**config.mk**
```make
export PLATFORM = sky130hd
export DESIGN_NAME = sd_cmd_framer
export DESIGN_NICKNAME = d
export VERILOG_FILES = /design/src/rtl/sd_cmd_framer.sv
export SDC_FILE = /design/constraint.sdc
export NUM_CORES = 1
export LEC_CHECK = 0
export ABC_AREA = 1
export CORE_MARGIN = 1.5
export CORE_UTILIZATION = 39
export DETAILED_ROUTE_END_ITERATION = 8
export GPL_TIMING_DRIVEN = 0
export PLACE_DENSITY_LB_ADDON = 0.1
export SKIP_LAST_GASP = 1
export SYNTH_ARGS = -nofsm -noshare
export SYNTH_HDL_FRONTEND = slang
export SYNTH_SLANG_ARGS = --single-unit
```
**constraint.sdc**
```tcl
create_clock -name clk -period 3.6 [get_ports clk]
set_clock_uncertainty 0.05 [all_clocks]
set_input_delay 0.36 -clock clk [delete_from_list [all_inputs] [get_ports clk]]
set_output_delay 0.36 -clock clk [all_outputs]
set_load 0.05 [all_outputs]
```
**src/rtl/sd_cmd_framer.sv**
```systemverilog
module sd_cmd_framer #(
  parameter int DIV_W    = 8,
  parameter int MAX_POLL = 8
) (
  input  logic             clk,
  input  logic             rst_n,
  input  logic             start,
  input  logic [5:0]       cmd_idx,
  input  logic [31:0]      cmd_arg,
  input  logic [DIV_W-1:0] div_half,
  output logic             done,
  output logic [7:0]       reply,
  output logic             timeout,
  output logic             spi_cs_n,
  output logic             spi_sck,
  output logic             spi_mosi,
  input  logic             spi_miso
);

  localparam int PW = $clog2(MAX_POLL + 1);
  localparam logic [2:0] LAST_FRAME = 3'd5;

  typedef enum logic [1:0] {S_IDLE, S_CMD, S_POLL, S_TRAIL} state_t;

  state_t           state;
  logic [5:0]       idx_q;
  logic [31:0]      arg_q;
  logic [2:0]       byte_idx;
  logic [2:0]       bit_cnt;
  logic [PW-1:0]    poll_cnt;
  logic [DIV_W-1:0] div_cnt;
  logic [7:0]       tx;
  logic [7:0]       rx;
  logic [6:0]       crc;
  logic [7:0]       nxt_byte;
  logic [7:0]       first_byte;

  function automatic logic [6:0] crc7_byte(input logic [6:0] c_in, input logic [7:0] b);
    logic [6:0] c;
    logic       top;
    c = c_in;
    for (int i = 7; i >= 0; i--) begin
      top = c[6];
      c = {c[5:0], b[i]};
      if (top) c = c ^ 7'h09;
    end
    return c;
  endfunction

  function automatic logic [6:0] crc7_aug(input logic [6:0] c_in);
    logic [6:0] c;
    logic       top;
    c = c_in;
    for (int i = 0; i < 7; i++) begin
      top = c[6];
      c = {c[5:0], 1'b0};
      if (top) c = c ^ 7'h09;
    end
    return c;
  endfunction

  assign first_byte = {2'b01, cmd_idx};
  assign spi_mosi   = tx[7];

  always_comb begin
    case (byte_idx)
      3'd0:    nxt_byte = arg_q[31:24];
      3'd1:    nxt_byte = arg_q[23:16];
      3'd2:    nxt_byte = arg_q[15:8];
      3'd3:    nxt_byte = arg_q[7:0];
      default: nxt_byte = {crc7_aug(crc), 1'b1};
    endcase
  end

  always_ff @(posedge clk or negedge rst_n) begin
    if (!rst_n) begin
      state    <= S_IDLE;
      idx_q    <= '0;
      arg_q    <= '0;
      byte_idx <= '0;
      bit_cnt  <= '0;
      poll_cnt <= '0;
      div_cnt  <= '0;
      tx       <= 8'hFF;
      rx       <= 8'hFF;
      crc      <= '0;
      done     <= 1'b0;
      reply    <= 8'hFF;
      timeout  <= 1'b0;
      spi_cs_n <= 1'b1;
      spi_sck  <= 1'b0;
    end else begin
      done <= 1'b0;
      if (state == S_IDLE) begin
        if (start) begin
          state    <= S_CMD;
          idx_q    <= cmd_idx;
          arg_q    <= cmd_arg;
          byte_idx <= '0;
          bit_cnt  <= '0;
          div_cnt  <= div_half;
          tx       <= first_byte;
          crc      <= crc7_byte(7'd0, first_byte);
          reply    <= 8'hFF;
          timeout  <= 1'b0;
          spi_cs_n <= 1'b0;
          spi_sck  <= 1'b0;
        end
      end else if (div_cnt != '0) begin
        div_cnt <= div_cnt - 1'b1;
      end else begin
        div_cnt <= div_half;
        spi_sck <= ~spi_sck;
        if (!spi_sck) begin
          rx <= {rx[6:0], spi_miso};
        end else begin
          bit_cnt <= bit_cnt + 1'b1;
          tx      <= {tx[6:0], 1'b1};
          if (bit_cnt == 3'd7) begin
            case (state)
              S_CMD: begin
                if (byte_idx == LAST_FRAME) begin
                  state    <= S_POLL;
                  poll_cnt <= '0;
                  tx       <= 8'hFF;
                end else begin
                  byte_idx <= byte_idx + 1'b1;
                  tx       <= nxt_byte;
                  if (byte_idx < 3'd4) crc <= crc7_byte(crc, nxt_byte);
                end
              end
              S_POLL: begin
                tx <= 8'hFF;
                if (!rx[7]) begin
                  reply    <= rx;
                  state    <= S_TRAIL;
                  spi_cs_n <= 1'b1;
                end else if (poll_cnt == PW'(MAX_POLL - 1)) begin
                  reply    <= 8'hFF;
                  timeout  <= 1'b1;
                  state    <= S_TRAIL;
                  spi_cs_n <= 1'b1;
                end else begin
                  poll_cnt <= poll_cnt + 1'b1;
                end
              end
              default: begin
                state <= S_IDLE;
                done  <= 1'b1;
              end
            endcase
          end
        end
      end
    end
  end

  AST_DONE_PULSE: assert property (@(posedge clk) disable iff (!rst_n) done |=> !done);
  AST_TRAIL_ONES: assert property (@(posedge clk) disable iff (!rst_n) ($rose(spi_sck) && spi_cs_n) |-> spi_mosi);
  AST_CS_SCK_LOW: assert property (@(posedge clk) disable iff (!rst_n) !$stable(spi_cs_n) |-> !spi_sck);
  AST_IDLE_SCK: assert property (@(posedge clk) disable iff (!rst_n) (state == S_IDLE) |-> !spi_sck);
  AST_TIMEOUT_VAL: assert property (@(posedge clk) disable iff (!rst_n) (done && timeout) |-> (reply == 8'hFF));
  AST_REPLY_MSB: assert property (@(posedge clk) disable iff (!rst_n) (done && !timeout) |-> !reply[7]);
  AST_HOLD_OUT: assert property (@(posedge clk) disable iff (!rst_n) (state == S_IDLE && !start) |=> ($stable(reply) && $stable(timeout)));
  AST_POLL_BOUND: assert property (@(posedge clk) disable iff (!rst_n) (state == S_POLL) |-> (poll_cnt < PW'(MAX_POLL)));

endmodule

```
==> results of run 1 <==
## sequential cells by signal (all words and copies together) (netlist names)
name	cells
arg_q	32
bit_cnt	3
byte_idx	3
crc	7
div_cnt	8
done	1
poll_cnt	4
reply	8
rx	8
spi_cs_n	1
spi_sck	1
state	2
timeout	1
tx	8
## what timing repair did
item / in CTS / in global routing
endpoints found under the hold margin: 14 / 0
hold buffers: 1 / 0
buffers inserted: 0 / 0
resized for setup: 0 / 0
endpoints found under the setup margin: 0 / 0
## cell families after synthesis
| family | Yosys count | share of synthesized area [%] |
|---|---|---|
| multiplexers | 3 | 0.642 |
| flip-flops | 87 | 45.3 |
| adder cells (fa/ha/maj) | 13 | 3.34 |
| XOR/XNOR | 6 | 1.08 |
| buffers and inverters | 82 | 7.25 |
| AO/OA/AOI/OAI | 80 | 10.4 |
| AND/OR/NAND/NOR | 372 | 32.0 |
## cells in the mapped netlist (all sizes together)
cell     instances  area [um^2]
nand2b           2         12.5
mux2             1         11.3
mux2i            2         20.0
a22oi            1         7.51
xor2             5         43.8
o211ai           4         30.0
a22o             2         17.5
clkinv           1         5.00
o21ai           42          244
o21bai           1         18.8
dfstp           25          657
nand4            1         6.26
a21boi           1         7.51
dfrtp           62         1550
o31ai            1         7.51
a21oi           16         87.6
nor2            43          181
clkbuf           9         38.8
buf             12         83.8
nor3b            2         15.0
o21a             3         22.5
o2111ai          2         17.5
a21o             1         7.51
ha              13          163
inv             60          225
xnor2            1         8.76
o22ai            6         37.5
nand2          271         1040
nand3           41          233
nor3            12         71.3
## worst max path at each step
stage	start	to	slack (ns)	depth (start not counted)
6_report	byte_idx[2]$_DFFE_PN0P_	tx[0]$_DFFE_PN1P_	1.28	12
4_1_cts	byte_idx[2]$_DFFE_PN0P_	tx[0]$_DFFE_PN1P_	1.26	12
3_5_place_dp	byte_idx[2]$_DFFE_PN0P_	tx[0]$_DFFE_PN1P_	1.26	12
5_1_grt	byte_idx[2]$_DFFE_PN0P_	tx[0]$_DFFE_PN1P_	1.04	12
3_3_place_gp	rst_n	timeout$_DFFE_PN0P_	-1.12	1
2_1_floorplan	byte_idx[2]$_DFFE_PN0P_	tx[6]$_DFFE_PN1P_	1.75	14
## layer usage
metal	wire, um	part of all wire (%)	global-route usage [%]	vias to the layer above
li1	-	-	-	2193
met1	5840	49	27.0	1937
met2	5390	46	31.8	76
met3	374	3.2	2.64	14
met4	212	1.8	6.91	0
met5	0	0	0	-
## layout make-up
type                    instances  area [um^2]  share of cell area, %
plain buffers                  21          123                   2.02
clock buffers                  12          236                   3.90
clock inverters                 4         95.1                   1.57
inverters                      61          230                   3.79
multi-input cells             474         2310                   38.0
flip-flops and latches         87         2210                   36.4
well taps                     168          210                   3.46
repair buffers                 64          656                   10.8
## worst max-delay path: cells and delay by family, from the launching register on
| family | cells | cell delay, ns |
|---|---|---|
| simple gates | 5 | 0.51 |
| buf+inv | 5 | 0.84 |
| fa+ha+maj | 1 | 0.15 |
| flops | 1 | 0.45 |
| compound gates | 1 | 0.23 |
## stage by stage
stage               power [mW]  setup WS, ns
CTS                       5.35          1.26
detailed placement        4.25          1.26
floorplan                 3.54          1.75
global placement          4.20         -1.12
global route              5.77          1.04
finish                    5.31          1.28
## where the power goes
| group | leakage, nW | internal [mW] | switching, mW |
|---|---|---|---|
| Sequential | 1.03 | 1.42 | 0.216 |
| Combinational | 1.85 | 0.921 | 1.68 |
| Clock | 0.161 | 0.678 | 0.388 |
==> run summary, run 1 <==
=====================================================================================
Final count of negative-setup-slack endpoints ..........................            0
Global routing usage summed across all routing layers ..................        19.6%
Layout net count .......................................................          781
Post-detailed-placement cell area ......................................    5730 um^2
Register-to-register path setup slack ..................................      1.28 ns
Die Outline Area .......................................................   13200 um^2
Syn Area/Cell ..........................................................    7.57 um^2
Number of placement rows ...............................................           40
Result of the run ...................................................... finished, final reports clean
Number of antenna violations at the first check in global routing ......            0
Max Slew Vio Count .....................................................            0
CP cell instances ...................................................... inv_2 -> buf_6 -> ha_1 -> clkbuf_2 -> inv_1 -> nand3_2 -> buf_6 -> nand4_1 -> o21ai_0 -> nand2_1 -> nand2_1 -> nand3_1
IR Drop Worst-Case VDD .................................................       349 uV
TritonCTS buffer count .................................................            9
Number of cell instances on the worst register-to-register path ........           12
Master of the slowest instance on the critical path ....................      dfrtp_1
End-of-flow core utilization ...........................................        50.1%
Commonest cells after routing, fill and taps aside ..................... 265 x nand2_1, 62 x dfrtp_1, 61 x clkdlybuf4s50_1, 55 x inv_1, 39 x nor2_1
Pin count of the biggest net entering global routing ...................           63
CP required ............................................................      3.82 ns
Worst slew slack as a fraction of its limit ............................        57.9%
Hold Violations, Final .................................................            0
Endpoint of the worst register-to-register path ........................ tx[0]$_DFFE_PN1P_
First-pass GRT wire length .............................................     20300 um
Starting density of the core ...........................................        40.2%
Area grow syn2layout ...................................................        24.6%
Number of standard cells in the layout, taps in and fillers out ........          891
Layout cells sized above 1 .............................................        12.2%
Worst path max stage delay .............................................      0.45 ns
Kind of critical path ..................................................   reg -> reg
Clk slew on worst S/H paths ............................................      0.06 ns
GR Overflow Total ......................................................            0
Actual transition at the worst max-transition pin ......................     0.632 ns
Yosys reg bits .........................................................           87
Violation count after the first detailed-route iteration ...............          240
Count of vias placed by the detailed router ............................         4220
Standby leakage power ..................................................      3.05 nW
Number of input and output port buffers inserted .......................           62
Routed wire length .....................................................     11800 um
Die width ..............................................................       115 um
Maximum level of the CTS H-tree ........................................            3
Number of nets in the synthesized netlist ..............................          706
Most frequent standard cell in the layout excluding fill and tap cells .      nand2_1
Count of maximum capacitance violations ................................            0
Sequential-to-total area share from yosys stat .........................        45.3%
Clk root buf ...........................................................    clkbuf_16
Routed WL per cell .....................................................      13.3 um
Post-layout minimum cycle time .........................................      2.32 ns
Count of antenna diodes in the layout ..................................            0
Number of different library cells in the post-synthesis netlist ........           45
Die height .............................................................       115 um
Sink Count .............................................................           87
Endpoint class of the critical path ....................................    flip-flop
Number of DRC violations after detailed routing ........................            0
Ys Warns ...............................................................            0
Final-layout fill cell count ...........................................         1245
Setup repair after global routing missed its margin ....................           no
Later-pin clock latency in the skew report .............................      0.34 ns
Final sum of negative setup slack ......................................         0 ns
Number of routed nets with antenna violations ..........................            0
Post-synthesis cell count ..............................................          643
# placed instances .....................................................          874
TritonCTS clock tree ...................................................         done
Clk buf depth ..........................................................            2
Area of the mapped netlist .............................................    4870 um^2
Power density normalized to cell area ..................................  875 nW/um^2
Number of iterations in the first detailed-routing pass ................            4
Setup crit start kind ..................................................    flip-flop
Launching point of the worst reg2reg path .............................. byte_idx[2]$_DFFE_PN0P_
Via-to-Cell Ratio ......................................................         4.74
Final period util ......................................................        64.4%
Worst path arrival time ................................................      2.54 ns
Number of global-route vias before repair ..............................         4274
Total I/O pin count ....................................................           63
Detailed-placement wirelength estimate .................................      8870 um
Tightest hold margin ...................................................     0.416 ns
Classification of the worst-slack hold path ............................  in -> async
Core region area .......................................................   12100 um^2
Peak Freq ..............................................................      431 MHz
Max FO, Critical Path ..................................................           10
Layout Cell Area excl Fill .............................................    6070 um^2
Global placement routability congestion ................................        0.848
=====================================================================================
Power figures use the tool's default switching activity.
==> inputs of run 2 (changes only) <==
- clock period: 3.6 -> 2.3 ns (I/O delays scaled with it)
==> run summary, run 2 (synthesis results as in run 1) <==
=====================================================================================
Result of the run ...................................................... finished, final reports clean   unchanged
Worst Setup Slack, final ...............................................     0.163 ns   was 1.28 ns
Number of global-route vias before repair ..............................         4274   unchanged
Count of antenna diodes in the layout ..................................            0   unchanged
Kind of critical path ..................................................   reg -> reg   unchanged
Post-layout minimum cycle time .........................................      2.14 ns   was 2.32 ns
Number of antenna violations at the first check in global routing ......            0   unchanged
Hold Violations, Final .................................................            0   unchanged
Post-detailed-placement cell area ......................................    5730 um^2   unchanged
Clk buf depth ..........................................................            2   unchanged
Total Power ............................................................      8.33 mW   was 5.31 mW
Max FO, Critical Path ..................................................           10   unchanged
Core region area .......................................................   12100 um^2   unchanged
Detailed-placement wirelength estimate .................................      8870 um   unchanged
Most frequent standard cell in the layout excluding fill and tap cells .      nand2_1   unchanged
Starting density of the core ...........................................        40.2%   unchanged
Die width ..............................................................       115 um   unchanged
Final sum of negative setup slack ......................................         0 ns   unchanged
Global routing usage summed across all routing layers ..................        19.6%   unchanged
Worst slew slack as a fraction of its limit ............................        56.4%   was 57.9%
Setup crit start kind ..................................................    flip-flop   unchanged
Global placement routability congestion ................................        0.848   unchanged
GR Overflow Total ......................................................            0   unchanged
Peak Freq ..............................................................      468 MHz   was 431 MHz
Number of DRC violations after detailed routing ........................            0   unchanged
Standby leakage power ..................................................      3.06 nW   was 3.05 nW
TritonCTS clock tree ...................................................         done   unchanged
Final period util ......................................................        92.9%   was 64.4%
Register-to-register path setup slack ..................................      0.16 ns   was 1.28 ns
Actual transition at the worst max-transition pin ......................     0.654 ns   was 0.632 ns
Clk root buf ...........................................................    clkbuf_16   unchanged
Capture point of the worst path ........................................ tx[6]$_DFFE_PN1P_   was tx[0]$_DFFE_PN1P_
Final count of negative-setup-slack endpoints ..........................            0   unchanged
Number of iterations in the first detailed-routing pass ................            5   was 4
Launching point of the worst reg2reg path .............................. byte_idx[2]$_DFFE_PN0P_   unchanged
Worst path arrival time ................................................      2.37 ns   was 2.54 ns
Sink Count .............................................................           87   unchanged
Die height .............................................................       115 um   unchanged
Maximum level of the CTS H-tree ........................................            3   unchanged
Violation count after the first detailed-route iteration ...............          208   was 240
Endpoint of the worst register-to-register path ........................ tx[6]$_DFFE_PN1P_   was tx[0]$_DFFE_PN1P_
Setup Slack @ Placement ................................................   -0.0379 ns   was 1.26 ns
Number of input and output port buffers inserted .......................           62   unchanged
Routed wire length .....................................................     11800 um   about the same
Number of placement rows ...............................................           40   unchanged
Layout net count .......................................................          783   was 781
Launching instance or port of the critical path ........................ byte_idx[2]$_DFFE_PN0P_   unchanged
Setup repair after global routing missed its margin ....................          yes   was no
Count of vias placed by the detailed router ............................         4239   was 4220
Count of maximum capacitance violations ................................            0   unchanged
Final-layout fill cell count ...........................................         1242   was 1245
Commonest cells after routing, fill and taps aside ..................... 265 x nand2_1, 61 x dfrtp_1, 61 x clkdlybuf4s50_1, 54 x inv_1, 38 x nor2_1   was 265 x nand2_1, 62 x dfrtp_1, 61 x clkdlybuf4s50_1, 55 x inv_1, 39 x nor2_1
Register containing the most flip-flops in the final layout ............        arg_q   unchanged
Clk slew on worst S/H paths ............................................      0.06 ns   about the same
Area grow syn2layout ...................................................        25.1%   was 24.6%
TritonCTS buffer count .................................................            9   unchanged
Max reg flops ..........................................................           32   unchanged
Total I/O pin count ....................................................           63   unchanged
Layout Cell Area excl Fill .............................................    6090 um^2   was 6070 um^2
First-pass GRT wire length .............................................     20300 um   unchanged
Die Outline Area .......................................................   13200 um^2   unchanged
Max Slew Vio Count .....................................................            0   unchanged
Power density normalized to cell area .................................. 1370 nW/um^2   was 875 nW/um^2
Routed WL per cell .....................................................      13.2 um   was 13.3 um
Pin count of the biggest net entering global routing ...................           63   unchanged
CP required ............................................................      2.53 ns   was 3.82 ns
Classification of the worst-slack hold path ............................  in -> async   unchanged
Later-pin clock latency in the skew report .............................      0.34 ns   about the same
IR Drop Worst-Case VDD .................................................       546 uV   was 349 uV
Layout cells sized above 1 .............................................        12.8%   was 12.2%
Number of cell instances on the worst register-to-register path ........           14   was 12
Number of routed nets with antenna violations ..........................            0   unchanged
Endpoint class of the critical path ....................................    flip-flop   unchanged
Via-to-Cell Ratio ......................................................         4.75   was 4.74
=====================================================================================
[run 2: cell count changes in the layout (fill, tap and decap cells not counted), sizes merged]
cell  change
buf       +2
[run 2: layout make-up]
type	instances	area, um^2	area share (%)
flip-flops and latches	87	2210	36.3
well taps	168	210	3.45
repair buffers	66	671	11.0
multi-input cells	474	2310	37.9
plain buffers	21	125	2.05
inverters	61	233	3.82
clock inverters	4	95.1	1.56
clock buffers	12	236	3.88
[run 2: per-stage QoR]
step | utilization, % | instances | hold WS (ns)
2_1_floorplan | - | 643 | -0.116
3_3_place_gp | 47.1 | 873 | 0.406
3_5_place_dp | 47.3 | 874 | 0.126
4_1_cts | 50.1 | 891 | 0.303
5_1_grt | 50.3 | 893 | 0.334
6_report | 50.3 | 893 | 0.293
[run 2: timing repair]
action / 4_1_cts / 5_1_grt
hold buffers: 1 / 0
setup endpoints to repair: 2 / 8
hold endpoints to repair: 14 / 0
pin swaps: 0 / 0
setup buffers: 0 / 2
gates cloned: 0 / 0
resized for setup: 2 / 5
[run 2: layer usage]
metal / track usage (%) / up-vias / share of wire, %
met4: 6.91 / 0 / 1.8
met2: 31.8 / 84 / 46
li1: - / 2197 / -
met5: 0 / - / 0
met3: 2.64 / 14 / 3.5
met1: 27.0 / 1944 / 49
[run 2: report_power, final]
part	total, mW	internal [mW]	switching [mW]
Sequential	2.57	2.23	0.340
Clock	1.67	1.06	0.606
Combinational	4.09	1.45	2.64
[run 2: worst max-delay path, stage by stage, from the launching register on]
cell and delay (ns):
dfrtp_2 0.42, inv_4 0.09, buf_6 0.15, ha_1 0.19, clkbuf_4 0.18, inv_2 0.08, nand3_2 0.11, buf_6 0.16
nand2_1 0.12, nand2_1 0.11, nand2_1 0.08, nand2_1 0.07, nand2_1 0.07, nand2_1 0.07, a21oi_2 0.12
[run 2: worst min-delay path by stage]
stage / to / slack [ns] / depth (start not counted) / start
floorplan: arg_q[0]$_DFFE_PN0P_ / -0.12 / 0 / rst_n
global placement: tx[7]$_DFFE_PN1P_ / 0.41 / 2 / tx[7]$_DFFE_PN1P_
detailed placement: div_cnt[2]$_DFFE_PN0P_ / 0.13 / 1 / rst_n
CTS: bit_cnt[2]$_DFFE_PN0P_ / 0.30 / 2 / rst_n
global route: div_cnt[2]$_DFFE_PN0P_ / 0.33 / 2 / rst_n
finish: div_cnt[1]$_DFFE_PN0P_ / 0.29 / 2 / rst_n
==> inputs of run 3 (changes only) <==
- SKIP_LAST_GASP: 1 -> default
==> results of run 3 <==
The final DEF is identical to that of run 2; final timing and power are the same.
